<file path="src/rtl/ilv_seq.sv">
module ilv_seq #(
  parameter int AW   = 8,
  parameter int DW   = 16,
  parameter int XFER = 4,
  parameter int BCYC = 8
) (
  input  logic          clk,
  input  logic          rst_n,
  input  logic          req_valid,
  input  logic [AW-1:0] req_addr,
  output logic          req_ready,
  output logic          rd_valid,
  output logic [DW-1:0] rd_data,
  output logic          ev_start,
  output logic [AW-2:0] ev_addr,
  input  logic          ev_valid,
  input  logic [DW-1:0] ev_data,
  output logic          od_start,
  output logic [AW-2:0] od_addr,
  input  logic          od_valid,
  input  logic [DW-1:0] od_data
);
  localparam int CW = $clog2(BCYC + 1);

  logic [1:0]    busy, hold_v, bank_v, free, pop, push;
  logic [DW-1:0] hold_d [2];
  logic [DW-1:0] bank_d [2];
  logic [CW-1:0] bcnt [2];
  logic [CW-1:0] gap;
  logic          head, sel, go;

  assign sel       = req_addr[0];
  assign bank_v    = {od_valid, ev_valid};
  assign bank_d[0] = ev_data;
  assign bank_d[1] = od_data;
  assign free[0]   = !busy[0] && (bcnt[0] == '0);
  assign free[1]   = !busy[1] && (bcnt[1] == '0);
  assign req_ready = free[sel] && (gap == '0);
  assign go        = req_valid && req_ready;
  assign push      = {go && sel, go && !sel};
  assign ev_start  = push[0];
  assign od_start  = push[1];
  assign ev_addr   = req_addr[AW-1:1];
  assign od_addr   = req_addr[AW-1:1];
  assign rd_valid  = hold_v[head];
  assign rd_data   = hold_d[head];
  assign pop       = rd_valid ? (head ? 2'b10 : 2'b01) : 2'b00;

  always_ff @(posedge clk) begin
    if (!rst_n) begin
      gap    <= '0;
      busy   <= '0;
      hold_v <= '0;
      head   <= 1'b0;
      for (int b = 0; b < 2; b++) begin
        bcnt[b]   <= '0;
        hold_d[b] <= '0;
      end
    end else begin
      if (go)             gap <= CW'(XFER - 1);
      else if (gap != '0) gap <= gap - 1'b1;
      for (int b = 0; b < 2; b++) begin
        if (push[b])            bcnt[b] <= CW'(BCYC - 1);
        else if (bcnt[b] != '0) bcnt[b] <= bcnt[b] - 1'b1;
        busy[b] <= push[b] || (busy[b] && !pop[b]);
        if (bank_v[b] && busy[b] && !hold_v[b]) begin
          hold_v[b] <= 1'b1;
          hold_d[b] <= bank_d[b];
        end else if (pop[b]) begin
          hold_v[b] <= 1'b0;
        end
      end
      if (go && ((busy & ~pop) == 2'b00)) head <= sel;
      else if (pop != 2'b00)              head <= !head;
    end
  end

  logic [CW-1:0] since_any;
  logic [CW-1:0] since_b [2];
  always_ff @(posedge clk) begin
    if (!rst_n) begin
      since_any  <= CW'(BCYC);
      since_b[0] <= CW'(BCYC);
      since_b[1] <= CW'(BCYC);
    end else begin
      if (ev_start || od_start)       since_any <= CW'(1);
      else if (since_any < CW'(BCYC)) since_any <= since_any + 1'b1;
      for (int b = 0; b < 2; b++) begin
        if (push[b])                   since_b[b] <= CW'(1);
        else if (since_b[b] < CW'(BCYC)) since_b[b] <= since_b[b] + 1'b1;
      end
    end
  end

  p_one_bank_r1: assert property (@(posedge clk) disable iff (!rst_n)
    !(ev_start && od_start));
  p_reset_idle_r2: assert property (@(posedge clk)
    !rst_n |=> !rd_valid);
  p_slot_gap_r3: assert property (@(posedge clk) disable iff (!rst_n)
    (ev_start || od_start) |-> since_any >= CW'(XFER));
  p_even_cycle_r4: assert property (@(posedge clk) disable iff (!rst_n)
    ev_start |-> since_b[0] >= CW'(BCYC));
  p_odd_cycle_r4: assert property (@(posedge clk) disable iff (!rst_n)
    od_start |-> since_b[1] >= CW'(BCYC));
  p_held_word_r9: assert property (@(posedge clk) disable iff (!rst_n)
    (ev_start |-> !hold_v[0]) and (od_start |-> !hold_v[1]));
  p_word_once_r8: assert property (@(posedge clk) disable iff (!rst_n)
    rd_valid |=> !(hold_v[$past(head)]));
  p_idle_r10: assert property (@(posedge clk) disable iff (!rst_n)
    !req_valid |-> !(ev_start || od_start));
endmodule

</file>
<file path="config.mk">
export PLATFORM = sky130hd
export DESIGN_NAME = ilv_seq
export DESIGN_NICKNAME = d
export VERILOG_FILES = /design/src/rtl/ilv_seq.sv
export SDC_FILE = /design/constraint.sdc
export NUM_CORES = 1
export LEC_CHECK = 0
export BUFFER_PORTS_ARGS = -buffer_cell sky130_fd_sc_hd__buf_2
export CORE_MARGIN = 2
export CORE_UTILIZATION = 51
export DETAILED_ROUTE_END_ITERATION = 8
export PLACE_DENSITY = 0.8
export RECOVER_POWER = 100
export SYNTH_ARGS = -nofsm -noshare
export SYNTH_HDL_FRONTEND = slang
export SYNTH_SLANG_ARGS = --single-unit
</file>
<file path="constraint.sdc">
create_clock -name clk -period 1.99 [get_ports clk]
set_input_delay 0.199 -clock clk [delete_from_list [all_inputs] [get_ports clk]]
set_output_delay 0.199 -clock clk [all_outputs]
set_load 0.02 [all_outputs]
</file>
; Word level (Yosys, flattened, before mapping)
; Memories as Yosys holds them, arrays and structs flattened. A register that Yosys moved wholly into a read port is not among the register bits.
; Index checks and enable logic that the tools add are counted.
[word_totals]
ff_bits = 9
ram_bits = 40
input_bits = 45
output_inout_bits = 34
wordCells = 101
mem_count = 2
[classes]
add_sub_neg = 3
order_cmp = 2
n_mux = 43
bitwise = 9
reduce_logical = 36
[mem_list]
columns = memory, words, width, read_ports, rd_clocked_by_memory_dff, wr, line_no
row1 = hold_d, 2, 16, 1, 1, 2, 26  ; logic [DW-1:0] hold_d [2];
row2 = bcnt, 2, 4, 2, 0, 2, 28  ; logic [CW-1:0] bcnt [2];
[op_table]
columns = operator, count
row1 = 1-bit two-way mux, 33
row2 = 16-bit two-way mux, 2
row3 = 4-bit two-way mux, 4
row4 = 1-bit logical AND, 13
row5 = 4-bit logical NOT, 3
row6 = 4-bit nonzero test, 3
row7 = "4-bit by 1-bit subtractor with 4-bit output, second input constant", 3
row8 = 2-bit nonzero test, 5
row9 = 1-bit logical NOT, 8
row10 = 2-bit two-way mux, 4
row11 = 1-bit bitwise OR, 6
row12 = "1-bit by 2-bit < comparator with 1-bit output, second input constant", 2
row13 = 2-bit bitwise AND, 1
row14 = 2-bit logical NOT, 1
row15 = 1-bit logical OR, 2
row16 = 2-bit NOT, 1
row17 = 2-bit OR reduction, 1
row18 = 1-bit NOT, 1

; Logic depth before layout (Yosys ltp)
; An unclocked memory read counts as a cell.
[logic_depth]
ltp_word = 13
ltp_mapped = 6
ltp_nobuf = 6

; Least setup slack after synthesis
; No wires, ideal clock.
[synth_path]
kind = register to register
startpoint = memory bcnt[1][0] in the netlist's numbering
endpoint = memory bcnt[1][0] in the netlist's numbering (enable)
setup_time_ns = 0.313
arrival_time_ns = 1.429
required_ns = 1.677
path_slack_ns = 0.248
path_stages_with_launch = 6
path_buffers = 0
synth_period_minus_slack_ns = 1.742
cell_sequence = edfxtp_1 > inv_1 > ha_1 > nor3b_4 > and4_2 > nand3b_1
[synth_lines]
columns = element, line_no
row1 = from (decl), 28

==> summary.md <==
| Metric | Value |
|---|---|
| Flops & latches, synth | `50` |
| H-tree Lvls | `2` |
| Core ar. | `~4800 µm²` |
| Avg Cell Area, Syn | `roughly 12 µm²` |
| Reg-to-reg startpoint | `bcnt[0][0]$_SDFFCE_PN0P_` |
| Final worst setup slack | `roughly 0.037 ns` |
| Chip Width | `approximately 74 µm` |
| Worst setup endpoint | `od_start` |
| Post-place setup slack | `0.131 ns` |
| Post-synth top area cell | `edfxtp_1` |
| CP Capture Type | `output port` |
| Vias | `between 1.5k and 2k` |
| Reg-to-Reg End | `bcnt[1][2]$_DFFE_PP_` |
| Clk sinks | `50` |
| # DRC | `0` |
| Outcome | `complete, no violations` |
| Least-Margin Pin Slew | `0.666 ns` |
| Reg2Reg Setup Slack | `0.10 ns` |
| Gp weighted congestion | `0.710` |
| DP Area | `roughly 2800 µm²` |
| Share of post-route cells with drive strength above 1 | `between 30% and 40%` |
| 1st-iter DRT viols | `47` |
| Yosys top cell area share | `around 48%` |
| CP Class | `reg -> out` |
| Fill cells | `approximately 410` |
| Routed wire per std cell | `roughly 13 µm` |
| Final Hold Viols | `0` |
| Clk buf depth | `2` |
| Yosys warns | `0` |
| Total iterations of the first detailed-routing run | `4` |
| Synthesis-to-layout area growth | `15.0%` |
| Req. time, crit path | `between 1.5 and 2 ns` |
| Initial antenna violation count | `0` |
| Top sig layer | `met4` |
| Slew headroom | `a little under three fifths` |
| Number of global-route vias before repair | `around 1.5k` |
| TritonCTS clock tree | `built` |
| Met1 Routed Length | `between 1500 and 2000 µm` |
| Row count | `25` |
| Total design power | `about 3.2 mW` |
| Routed vias/inst | `4.95` |
| Critical Path AT | `around 1.8 ns` |
| Top post-synthesis cells by area | `edfxtp_1, and2_1, dfxtp_1, mux2_2, buf_4` |
| Sequential element share of the synthesized area | `a little under three fifths` |
| Skew final | `0.00789 ns` |
| Power per cell area | `1120 nW/µm²` |
| DP HPWL | `about 3200 µm` |
| Routed Antenna Nets | `0` |
| Met2 wire len | `~2300 µm` |
| Hold depth | `2` |
| Critical Path Start Type | `flop` |
| Pins Over Slew Limit | `0` |
| Hold Buf Count CTS | `0` |
| Setup violators final | `0` |
| Post-route cell area | `between 2000 and 3000 µm²` |
| Global router's overall resource usage | `roughly 16%` |
| Leak | `roughly 1.2 nW` |
| Die area | `5530 µm²` |
| Initial Util | `roughly 53%` |
| Pin count of the biggest net entering global routing | `33` |
| Max-capacitance violation count | `0` |
| Total CTS buffers | `5` |
| Grt ovf | `0` |
| VDD IR max | `0.867 mV` |
| Die Ht | `between 70 and 80 µm` |
| Critical Path Fanout Max | `4` |
| Metal3 WL | `between 150 and 200 µm` |
| Clk root buf | `clkbuf_8` |
| Worst skew pair latency | `0.30 ns` |
| Synth Cell Area | `between 2000 and 3000 µm²` |
| Max Fclk | `just over 500 MHz` |
| Minimum clock period | `1.95 ns` |
| First-pass GRT wire length | `6550 µm` |
| Input/output buffers | `57` |
| Ant diodes | `0` |
| Final Cycle Share | `between 90% and 100%` |
| Worst reg-to-reg path cell count | `7` |
| Synth unique cells | `36` |
| Nets | `between 300 and 400` |
| Num ports | `just under 80` |
| Worst min-delay path class | `in -> reg` |
| CP Launch Point | `bcnt[1][0]$_DFFE_PP_` |
| Final WL | `about 4500 µm` |
| Mapped Nets | `roughly 260` |
| Synth Instances | `~210` |
| Clock slew at reported path FFs | `roughly 0.09 ns` |
cell usage after synthesis:
master	n
edfxtp_1	40
and2_1	33
nand2_1	19
mux2_2	16
buf_4	14
dfxtp_1	10
inv_1	10
a21oi_1	6
clkbuf_1	6
nor2_1	6
ha_1	5
nor3_1	5
a21boi_0	3
nand2b_1	3
nand3_1	3
nand3b_1	3
nor2b_1	3
o21ai_0	3
or3_1	3
a21boi_1	2
mux2i_1	2
nor3b_4	2
o221a_1	2
o22ai_1	2
a32o_2	1
a32oi_2	1
and2b_2	1
and3_1	1
and4_2	1
buf_2	1
nor4_4	1
o211a_1	1
o21a_1	1
o31ai_1	1
o32ai_1	1
xnor2_1	1
sequential cells by signal, summed over array words and instances, names as in the netlist, named ones only:
signal,cells
gap,4
busy,2
bcnt,8
head,1
hold_d,32
hold_v,2
cell families after synthesis:
| kind of cell | Yosys count | share of synthesized area (%) |
|---|---|---|
| xor gates and xnor gates | 1 | 0.347 |
| adders and majority gates | 5 | 2.48 |
| and+or+nand+nor | 84 | 19.9 |
| buffers and inverters | 31 | 6.74 |
| muxes | 18 | 7.93 |
| DFF | 50 | 55.5 |
| AOI/OAI and AO/OA | 24 | 7.09 |
timing repair:
action                                 in CTS  in global routing
setup endpoints to repair                   3                  3
cloned                                      0                  0
endpoints found under the hold margin       0                  0
setup buffers                               3                  2
resized for setup                           0                  4
pin swaps                                   0                  1
worst max-delay path: stages (launching register included):
cell,delay [ns]
edfxtp_1,0.41
inv_2,0.09
ha_2,0.19
nor3b_4,0.30
and4_2,0.29
buf_2,0.18
worst min path at each step:
| stage | end | slack [ns] | from |
|---|---|---|---|
| after floorplan | gap[1]$_SDFFE_PN0P_ | 0.35 | rst_n |
| after global placement | ev_addr[4] | 0.40 | req_addr[5] |
| after detailed placement | ev_addr[4] | 0.40 | req_addr[5] |
| after CTS | hold_d[0][5]$_SDFFCE_PN0P_ | 0.16 | ev_data[5] |
| after global routing | hold_d[0][0]$_SDFFCE_PN0P_ | 0.16 | ev_data[0] |
| final | hold_d[0][5]$_SDFFCE_PN0P_ | 0.17 | ev_data[5] |
routing by layer:
metal	global-route usage [%]	up-vias
li1	-	837
met1	18.6	773
met2	27.9	35
met3	3.79	4
met4	7.14	0
met5	0	-
where the power goes:
part	total (mW)	switching [mW]	leakage, nW	internal [mW]
Sequential	1.46	0.115	0.502	1.34
Clock	0.566	0.318	0.0374	0.248
Combinational	1.23	0.673	0.621	0.552
Total	3.25	1.11	1.16	2.14
layout make-up:
| cell class | instances | area [µm²] | area share [%] |
|---|---|---|---|
| flip-flops and latches | 50 | 1400 | 48.3 |
| multi-input cells | 132 | 972 | 33.5 |
| repair buffers | 66 | 320 | 11.0 |
| well taps | 67 | 83.8 | 2.89 |
| clock buffers | 6 | 72.6 | 2.50 |
| inverters | 10 | 37.5 | 1.29 |
| clock inverters | 2 | 15.0 | 0.517 |
layout by cell type, fill, tap and decap left out, types with 5 or more instances in the layout:
| cell | Yosys | routed |
|---|---|---|
| nand2_1 | 19 | 19 |
| buf_2 | 1 | 41 |
| and2_0 | 0 | 14 |
| nor3_1 | 5 | 5 |
| clkbuf_8 | 0 | 5 |
| clkbuf_1 | 6 | 19 |
| a21oi_1 | 6 | 6 |
| dfxtp_1 | 10 | 10 |
| buf_4 | 14 | 5 |
| inv_1 | 10 | 9 |
| nor2_1 | 6 | 6 |
| and2_1 | 33 | 19 |
| mux2_2 | 16 | 16 |
| edfxtp_1 | 40 | 40 |
stage by stage:
step	instances	util [%]	hold WS, ns	TNS [ns]
3_3_place_gp	320	58.8	0.398	0
5_1_grt	333	61.1	0.158	-0.0229
3_5_place_dp	320	58.8	0.398	0
4_1_cts	331	61.1	0.158	0
6_report	333	61.1	0.167	0
2_1_floorplan	213	-	0.348	0
(Power assumes the default switching activity.)
